$ cat src/rtl/fsc_pkg.sv
package fsc_pkg;
  typedef enum logic [1:0] {
    OP_IDLE  = 2'd0,
    OP_ERASE = 2'd1,
    OP_BYTE  = 2'd2,
    OP_SEQ   = 2'd3
  } op_kind_t;

  localparam logic [1:0] SUM_NONE = 2'b00;
  localparam logic [1:0] SUM_SOME = 2'b01;
  localparam logic [1:0] SUM_ALL  = 2'b11;
endpackage

$ cat src/rtl/fsc_wel.sv
module fsc_wel (
  input  logic clk,
  input  logic rst,
  input  logic set_i,
  input  logic clr_i,
  output logic wel_o
);
  always_ff @(posedge clk) begin
    if (rst)        wel_o <= 1'b0;
    else if (clr_i) wel_o <= 1'b0;
    else if (set_i) wel_o <= 1'b1;
  end

  // a clear in the same cycle beats a set
  p_clear_wins_r2: assert property (@(posedge clk) disable iff (rst)
    clr_i |=> !wel_o);
  p_set_lands_r2: assert property (@(posedge clk) disable iff (rst)
    (set_i && !clr_i) |=> wel_o);
endmodule

$ cat src/rtl/fsc_optrack.sv
module fsc_optrack
  import fsc_pkg::*;
(
  input  logic clk,
  input  logic rst,
  input  logic go_erase_i,
  input  logic go_byte_i,
  input  logic go_seq_i,
  input  logic done_i,
  input  logic abort_i,
  input  logic limit_i,
  output logic busy_o,
  output logic seq_o,
  output logic wel_clr_o
);
  op_kind_t kind_q, kind_d;

  always_comb begin
    kind_d    = kind_q;
    wel_clr_o = 1'b0;
    unique case (kind_q)
      OP_IDLE: begin
        if (go_erase_i)     kind_d = OP_ERASE;
        else if (go_byte_i) kind_d = OP_BYTE;
        else if (go_seq_i)  kind_d = OP_SEQ;
      end
      OP_ERASE: begin
        if (abort_i) begin
          kind_d    = OP_IDLE;
          wel_clr_o = 1'b1;
        end else if (done_i) begin
          kind_d = OP_IDLE;
        end
      end
      OP_BYTE: begin
        if (abort_i || done_i) begin
          kind_d    = OP_IDLE;
          wel_clr_o = 1'b1;
        end
      end
      OP_SEQ: begin
        if (abort_i || limit_i) begin
          kind_d    = OP_IDLE;
          wel_clr_o = 1'b1;
        end
      end
      default: kind_d = OP_IDLE;
    endcase
  end

  always_ff @(posedge clk) begin
    if (rst) kind_q <= OP_IDLE;
    else     kind_q <= kind_d;
  end

  assign busy_o = (kind_q != OP_IDLE);
  assign seq_o  = (kind_q == OP_SEQ);

  // a completion strobe does not end a sequential session
  p_seq_done_ignored_r10: assert property (@(posedge clk) disable iff (rst)
    (seq_o && done_i && !abort_i && !limit_i) |=> (seq_o && busy_o));
  // byte program end consumes the latch
  p_byte_end_clears_r9: assert property (@(posedge clk) disable iff (rst)
    (busy_o && !seq_o && kind_q == OP_BYTE && done_i) |-> wel_clr_o);
  p_mode_implies_busy_r7: assert property (@(posedge clk) disable iff (rst)
    seq_o |-> busy_o);
endmodule

$ cat src/rtl/fsc_sectors.sv
module fsc_sectors
  import fsc_pkg::*;
#(
  parameter int   SECTORS   = 8,
  parameter logic PROT_INIT = 1'b1,
  localparam int  SW        = $clog2(SECTORS)
) (
  input  logic               clk,
  input  logic               rst,
  input  logic               we_i,
  input  logic               val_i,
  input  logic [SW-1:0]      idx_i,
  output logic [SECTORS-1:0] map_o,
  output logic [1:0]         sum_o
);
  for (genvar g = 0; g < SECTORS; g++) begin : g_sec
    always_ff @(posedge clk) begin
      if (rst)                                    map_o[g] <= PROT_INIT;
      else if (we_i && idx_i == SW'(g))           map_o[g] <= val_i;
    end
  end

  always_comb begin
    if (&map_o)      sum_o = SUM_ALL;
    else if (|map_o) sum_o = SUM_SOME;
    else             sum_o = SUM_NONE;
  end

  // unused code never appears
  p_sum_legal_r6: assert property (@(posedge clk) disable iff (rst)
    sum_o != 2'b10);
  // sectors move only on a write
  p_map_quiet_r5: assert property (@(posedge clk) disable iff (rst)
    !we_i |=> $stable(map_o));
endmodule

$ cat src/rtl/flash_status_ctrl.sv
module flash_status_ctrl
  import fsc_pkg::*;
#(
  parameter int   SECTORS   = 8,
  parameter logic PROT_INIT = 1'b1,
  localparam int  SW        = $clog2(SECTORS)
) (
  input  logic               clk,
  input  logic               rst,
  input  logic               wp_pin,
  input  logic               cmd_wren,
  input  logic               cmd_wrdi,
  input  logic               cmd_wrsr,
  input  logic               wrsr_lock,
  input  logic               cmd_prot,
  input  logic               cmd_unprot,
  input  logic [SW-1:0]      sec_sel,
  input  logic               cmd_erase,
  input  logic               cmd_byte_pgm,
  input  logic               cmd_seq_pgm,
  input  logic               op_done,
  input  logic               op_abort,
  input  logic               seq_limit,
  output logic [7:0]         status,
  output logic               cmd_ok,
  output logic [SECTORS-1:0] sector_map
);
  logic wp_q, lock_q, wel, busy, seq_mode, op_clr;
  logic [1:0] sum;

  wire free       = wel && !busy;
  wire acc_wrsr   = cmd_wrsr && free;
  wire acc_prot   = cmd_prot && free;
  wire acc_unprot = cmd_unprot && free;
  wire acc_erase  = cmd_erase && free;
  wire acc_byte   = cmd_byte_pgm && free;
  wire acc_seq    = cmd_seq_pgm && free;
  wire sec_we     = (acc_prot || acc_unprot) && !lock_q;
  wire wel_clr    = cmd_wrdi || acc_wrsr || acc_prot || acc_unprot || op_clr;

  always_ff @(posedge clk) wp_q <= wp_pin;

  always_ff @(posedge clk) begin
    if (rst) begin
      lock_q <= 1'b0;
      cmd_ok <= 1'b0;
    end else begin
      cmd_ok <= acc_wrsr || acc_prot || acc_unprot || acc_erase || acc_byte || acc_seq;
      if (acc_wrsr) lock_q <= wp_q ? (lock_q || wrsr_lock) : wrsr_lock;
    end
  end

  fsc_wel i_wel (
    .clk(clk), .rst(rst), .set_i(cmd_wren), .clr_i(wel_clr), .wel_o(wel)
  );

  fsc_optrack i_op (
    .clk(clk), .rst(rst),
    .go_erase_i(acc_erase), .go_byte_i(acc_byte), .go_seq_i(acc_seq),
    .done_i(op_done), .abort_i(op_abort), .limit_i(seq_limit),
    .busy_o(busy), .seq_o(seq_mode), .wel_clr_o(op_clr)
  );

  fsc_sectors #(.SECTORS(SECTORS), .PROT_INIT(PROT_INIT)) i_sec (
    .clk(clk), .rst(rst), .we_i(sec_we), .val_i(acc_prot), .idx_i(sec_sel),
    .map_o(sector_map), .sum_o(sum)
  );

  assign status = {lock_q, seq_mode, 1'b0, wp_q, sum, wel, busy};

  // an asserted pin keeps a set lock set
  p_lock_held_r3: assert property (@(posedge clk) disable iff (rst)
    (lock_q && wp_q) |=> lock_q);
  // a locked map stays put
  p_locked_map_r5: assert property (@(posedge clk) disable iff (rst)
    lock_q |=> $stable(sector_map));
  // nothing is accepted without the latch
  p_no_wel_no_ok_r8: assert property (@(posedge clk) disable iff (rst)
    !wel |=> !cmd_ok);
  // write disable always empties the latch
  p_wrdi_clears_r2: assert property (@(posedge clk) disable iff (rst)
    cmd_wrdi |=> !status[1]);
  // the lock moves only on an accepted write-status
  p_lock_source_r4: assert property (@(posedge clk) disable iff (rst)
    !acc_wrsr |=> $stable(lock_q));
endmodule

$ cat config.mk
export PLATFORM = sky130hd
export DESIGN_NAME = flash_status_ctrl
export DESIGN_NICKNAME = d
export VERILOG_FILES = /design/src/rtl/fsc_pkg.sv /design/src/rtl/fsc_wel.sv /design/src/rtl/fsc_optrack.sv /design/src/rtl/fsc_sectors.sv /design/src/rtl/flash_status_ctrl.sv
export SDC_FILE = /design/constraint.sdc
export NUM_CORES = 1
export LEC_CHECK = 0
export ABC_AREA = 1
export BUFFER_PORTS_ARGS = -buffer_cell sky130_fd_sc_hd__buf_2
export CAP_MARGIN = 0
export CORE_ASPECT_RATIO = 0.9
export CORE_MARGIN = 4
export CORE_UTILIZATION = 49
export DETAILED_ROUTE_END_ITERATION = 6
export PLACE_DENSITY_LB_ADDON = 0.3
export SYNTH_ARGS = -nofsm -noshare
export SYNTH_HDL_FRONTEND = slang
export SYNTH_SLANG_ARGS = --single-unit
$ cat constraint.sdc
create_clock -name clk -period 2.3 [get_ports clk]
set_input_delay 0.115 -clock clk [delete_from_list [all_inputs] [get_ports clk]]
set_output_delay 0.115 -clock clk [all_outputs]
set_load 0.02 [all_outputs]
==> results by group <==
Setup path
  – Setup slack, reg-to-reg: 0.92 ns
  – Critical Path, Cell by Cell: nor2_4 -> nand2_4 -> nor3_4 -> nand2_1 -> nand2_1 -> nand3_1
  – Arrival @ worst endpoint: 1.54 ns
  – CP required: 2.46 ns
  – Worst path most repeated cell: nand2_1
  – CP Capture Point: i_sec.map_o[2]$_SDFFE_PP1P_
  – CP Launch Type: flip-flop
  – Crit Path Category: flip-flop to flip-flop
  – Setup crit start: i_op.kind_q[0]$_SDFFE_PP0P_
  – Max stage delay on crit path: 0.41 ns
  – Critical R2R Launch: i_op.kind_q[0]$_SDFFE_PP0P_
  – Worst path buffer plus inverter count: 0
  – CP endpoint kind: flip-flop
  – Reg2Reg Depth: 6
  – Stages on worst setup path: 6
  – Slowest-stage cell, CP: nor3_4
  – Largest delay share family, worst path: simple AND/OR/NAND/NOR gates
  – RR Endpoint: i_sec.map_o[2]$_SDFFE_PP1P_
  – CP Max Fanout: 16

Placed design
  – Detailed placer's ending HPWL: 1360 um
  – Port Buffers: 33
  – Pre-CTS setup slack: 0.956 ns
  – Dpl cell area: 925 um^2
  – Final GP Congestion: 0.844

Timing
  – Pins Over Slew Limit: 0
  – Worst clock skew: 0.00662 ns
  – Final hold violation count: 0
  – Tightest Pin Transition: 0.514 ns
  – Unrepaired setup endpoints after global routing: false
  – Slew HR: 65.7%
  – Minimum clock period: 1.38 ns
  – Max Fclk: 727 MHz
  – Count of final setup violators: 0
  – Final Cycle Share: 59.8%
  – Final worst setup slack: 0.925 ns
  – Setup TNS: 0 ns

Logic synthesis
  – Largest family of logic cells by synthesized area: simple AND/OR/NAND/NOR gates
  – Synth Register Bits: 14
  – Post-Syn Area: 788 um^2
  – Area fraction in compound gates after synthesis: 5.40%
  – Synthesized net count: 136
  – Simple-gate share of the synthesized area: 45.7%
  – Yosys cell types: 19
  – Area leader, netlist: dfxtp_1
  – Adder-Cell Fraction of Synth Area: 0%
  – Post-synth top area share: 35.6%
  – Gate count after technology mapping: 118
  – Syn Area/Cell: 6.68 um^2
  – Yosys warns: 0
  – Register area share after synthesis: 35.6%
  – Largest cells by area after synthesis: dfxtp_1 (36%), nand2_1 (15%), nand3_1 (12%)
  – Area share of xor/xnor cells in the synthesized design: 0%
  – Multiplexer share of the synthesized area: 0%

Power
  – Int Pwr: 0.376 mW
  – Clk network pwr share: 34.1%
  – P_leak: 0.487 nW
  – Maximum vdd ir drop: 0.271 mV
  – Pwr dens: 531 nW/um^2
  – Sequential power share: 49.6%
  – Comb pwr share: 16.3%
  – Switch Pwr: 0.139 mW
  – Sw Ratio: 26.9%

Route
  – WL/cell: 9.74 um
  – Residual DRC: 0
  – Final antenna-violating net count: 0
  – DR pass1 iterations: 4
  – WL met2: 782 um
  – Met3 routed WL: 117 um
  – Vias per cell: 4.91
  – Met1 Wirelength: 750 um
  – Number of DRC markers in iteration 0: 13
  – Post-Route WL: 1670 um
  – Vias: 839
  – Highest metal used: met4

Clock network
  – CTS tree: done
  – Postcts setup bufs: 0
  – Post-cts resize count: 0
  – CTS H-tree depth: 1
  – CTS Buffer Depth: 2
  – CTS clock-pin slew for the worst setup and hold paths: 0.09 ns
  – Cts bufs inserted: 3
  – Clock sinks: 14
  – CTS root buf: clkbuf_4
  – Clock latency on the worst-skew pair: 0.28 ns
  – Hold buffers post-CTS: 1

Layout
  – Nets@finish: 168
  – Util after Layout: 65.6%
  – Post-Layout Inst Area: 971 um^2
  – Layout cells sized above 1: 28.2%
  – Area Overhead vs Synth: 23.2%
  – Antenna diodes: 0
  – FILL cells: 133

Die
  – Chip height: 46.1 um
  – Full die area: 2320 um^2
  – Core area: 1480 um^2
  – Initial core utilization: 53.3%
  – Die X: 50.3 um
  – Std cell rows: 13
  – IO Pins: 35

Run
  – Max Cap Viol: 0

Global routing
  – Total GRT Usage: 15.7%
  – First-pass GRT wire length: 2700 um
  – Vias in the first global route: 695
  – Largest net degree at the start of global routing: 17
  – Antenna violations before repair: 0
  – Overflow after GRT: 0

Outcome
  – Outcome: complete, no violations

Min path
  – Hold Path Class: input pin to flip-flop
-- power by group through the flow --
stage | combinational, mW | sequential (mW) | clock, mW
floorplan | 0.0557 | 0.264 | 0
global placement | 0.0808 | 0.261 | 0
detailed placement | 0.0830 | 0.261 | 0
CTS | 0.0846 | 0.255 | 0.181
global route | 0.0943 | 0.257 | 0.193
finish | 0.0842 | 0.255 | 0.176
-- through the flow --
stage,cells,power (mW),hold slack (ns)
6_report,171,0.515,0.0595
5_1_grt,171,0.544,0.0737
4_1_cts,171,0.521,0.0569
3_5_place_dp,166,0.344,0.219
3_3_place_gp,166,0.342,0.217
2_1_floorplan,118,0.319,0.143
-- how the worst min path moves through the flow --
stage | start | to | slack [ns] | cells past startpoint
final | rst | lock_q$_SDFFE_PP0P_ | 0.06 | 2
after global routing | rst | lock_q$_SDFFE_PP0P_ | 0.07 | 2
after CTS | rst | lock_q$_SDFFE_PP0P_ | 0.06 | 2
after detailed placement | wp_pin | wp_q$_DFF_P_ | 0.22 | 1
after global placement | wp_pin | wp_q$_DFF_P_ | 0.22 | 1
after floorplan | wp_pin | wp_q$_DFF_P_ | 0.14 | 0
-- layout make-up --
type / instances / area [um^2] / area share [%]
inverters: 12 / 45.0 / 4.64
flip-flops and latches: 14 / 280 / 28.9
well taps: 22 / 27.5 / 2.84
multi-input cells: 85 / 407 / 41.9
clock buffers: 4 / 36.3 / 3.74
repair buffers: 34 / 175 / 18.0
-- state kept, by name, indices dropped and copies added, names as in the netlist --
signal	flops
i_op.kind_q	2
wp_q	1
cmd_ok	1
i_wel.wel_o	1
i_sec.map_o	8
lock_q	1
-- kinds of logic after synthesis --
| kind of cell | after synthesis |
|---|---|
| AND/OR/NAND/NOR | 76 |
| flip-flops | 14 |
| AO/OA/AOI/OAI | 8 |
| buffers and inverters | 19 |
| other | 1 |
-- cell usage after synthesis --
cell / count
inv_1: 11
nor3_1: 1
o31ai_1: 1
buf_4: 6
buf_6: 1
a21oi_1: 5
o21ai_0: 1
dfxtp_1: 14
nor2_4: 2
nand2_4: 1
nor4_1: 2
nand4_1: 4
nand3_1: 19
nor3_4: 1
o21ai_1: 1
nor2_1: 14
conb_1: 1
nand2_1: 32
inv_2: 1
-- per-layer routing --
layer	GRT usage (%)	up-vias
met1	17.1	372
met4	8.29	0
met3	3.88	4
met2	28.4	23
met5	0	-
li1	-	440
-- cells in the final DEF, fill, tap and decap left out, drive strengths merged --
| cell type | netlist | routed |
|---|---|---|
| a21oi | 5 | 5 |
| nand3 | 19 | 19 |
| o21ai | 2 | 2 |
| dlygate4sd3 | 0 | 1 |
| dfxtp | 14 | 14 |
| o31ai | 1 | 1 |
| buf | 7 | 33 |
| conb | 1 | 1 |
| inv | 12 | 12 |
| nor4 | 2 | 2 |
| nor2 | 16 | 16 |
| clkbuf | 0 | 4 |
| nand2 | 33 | 33 |
| nand4 | 4 | 4 |
| nor3 | 2 | 2 |
(Power assumes the default switching activity.)
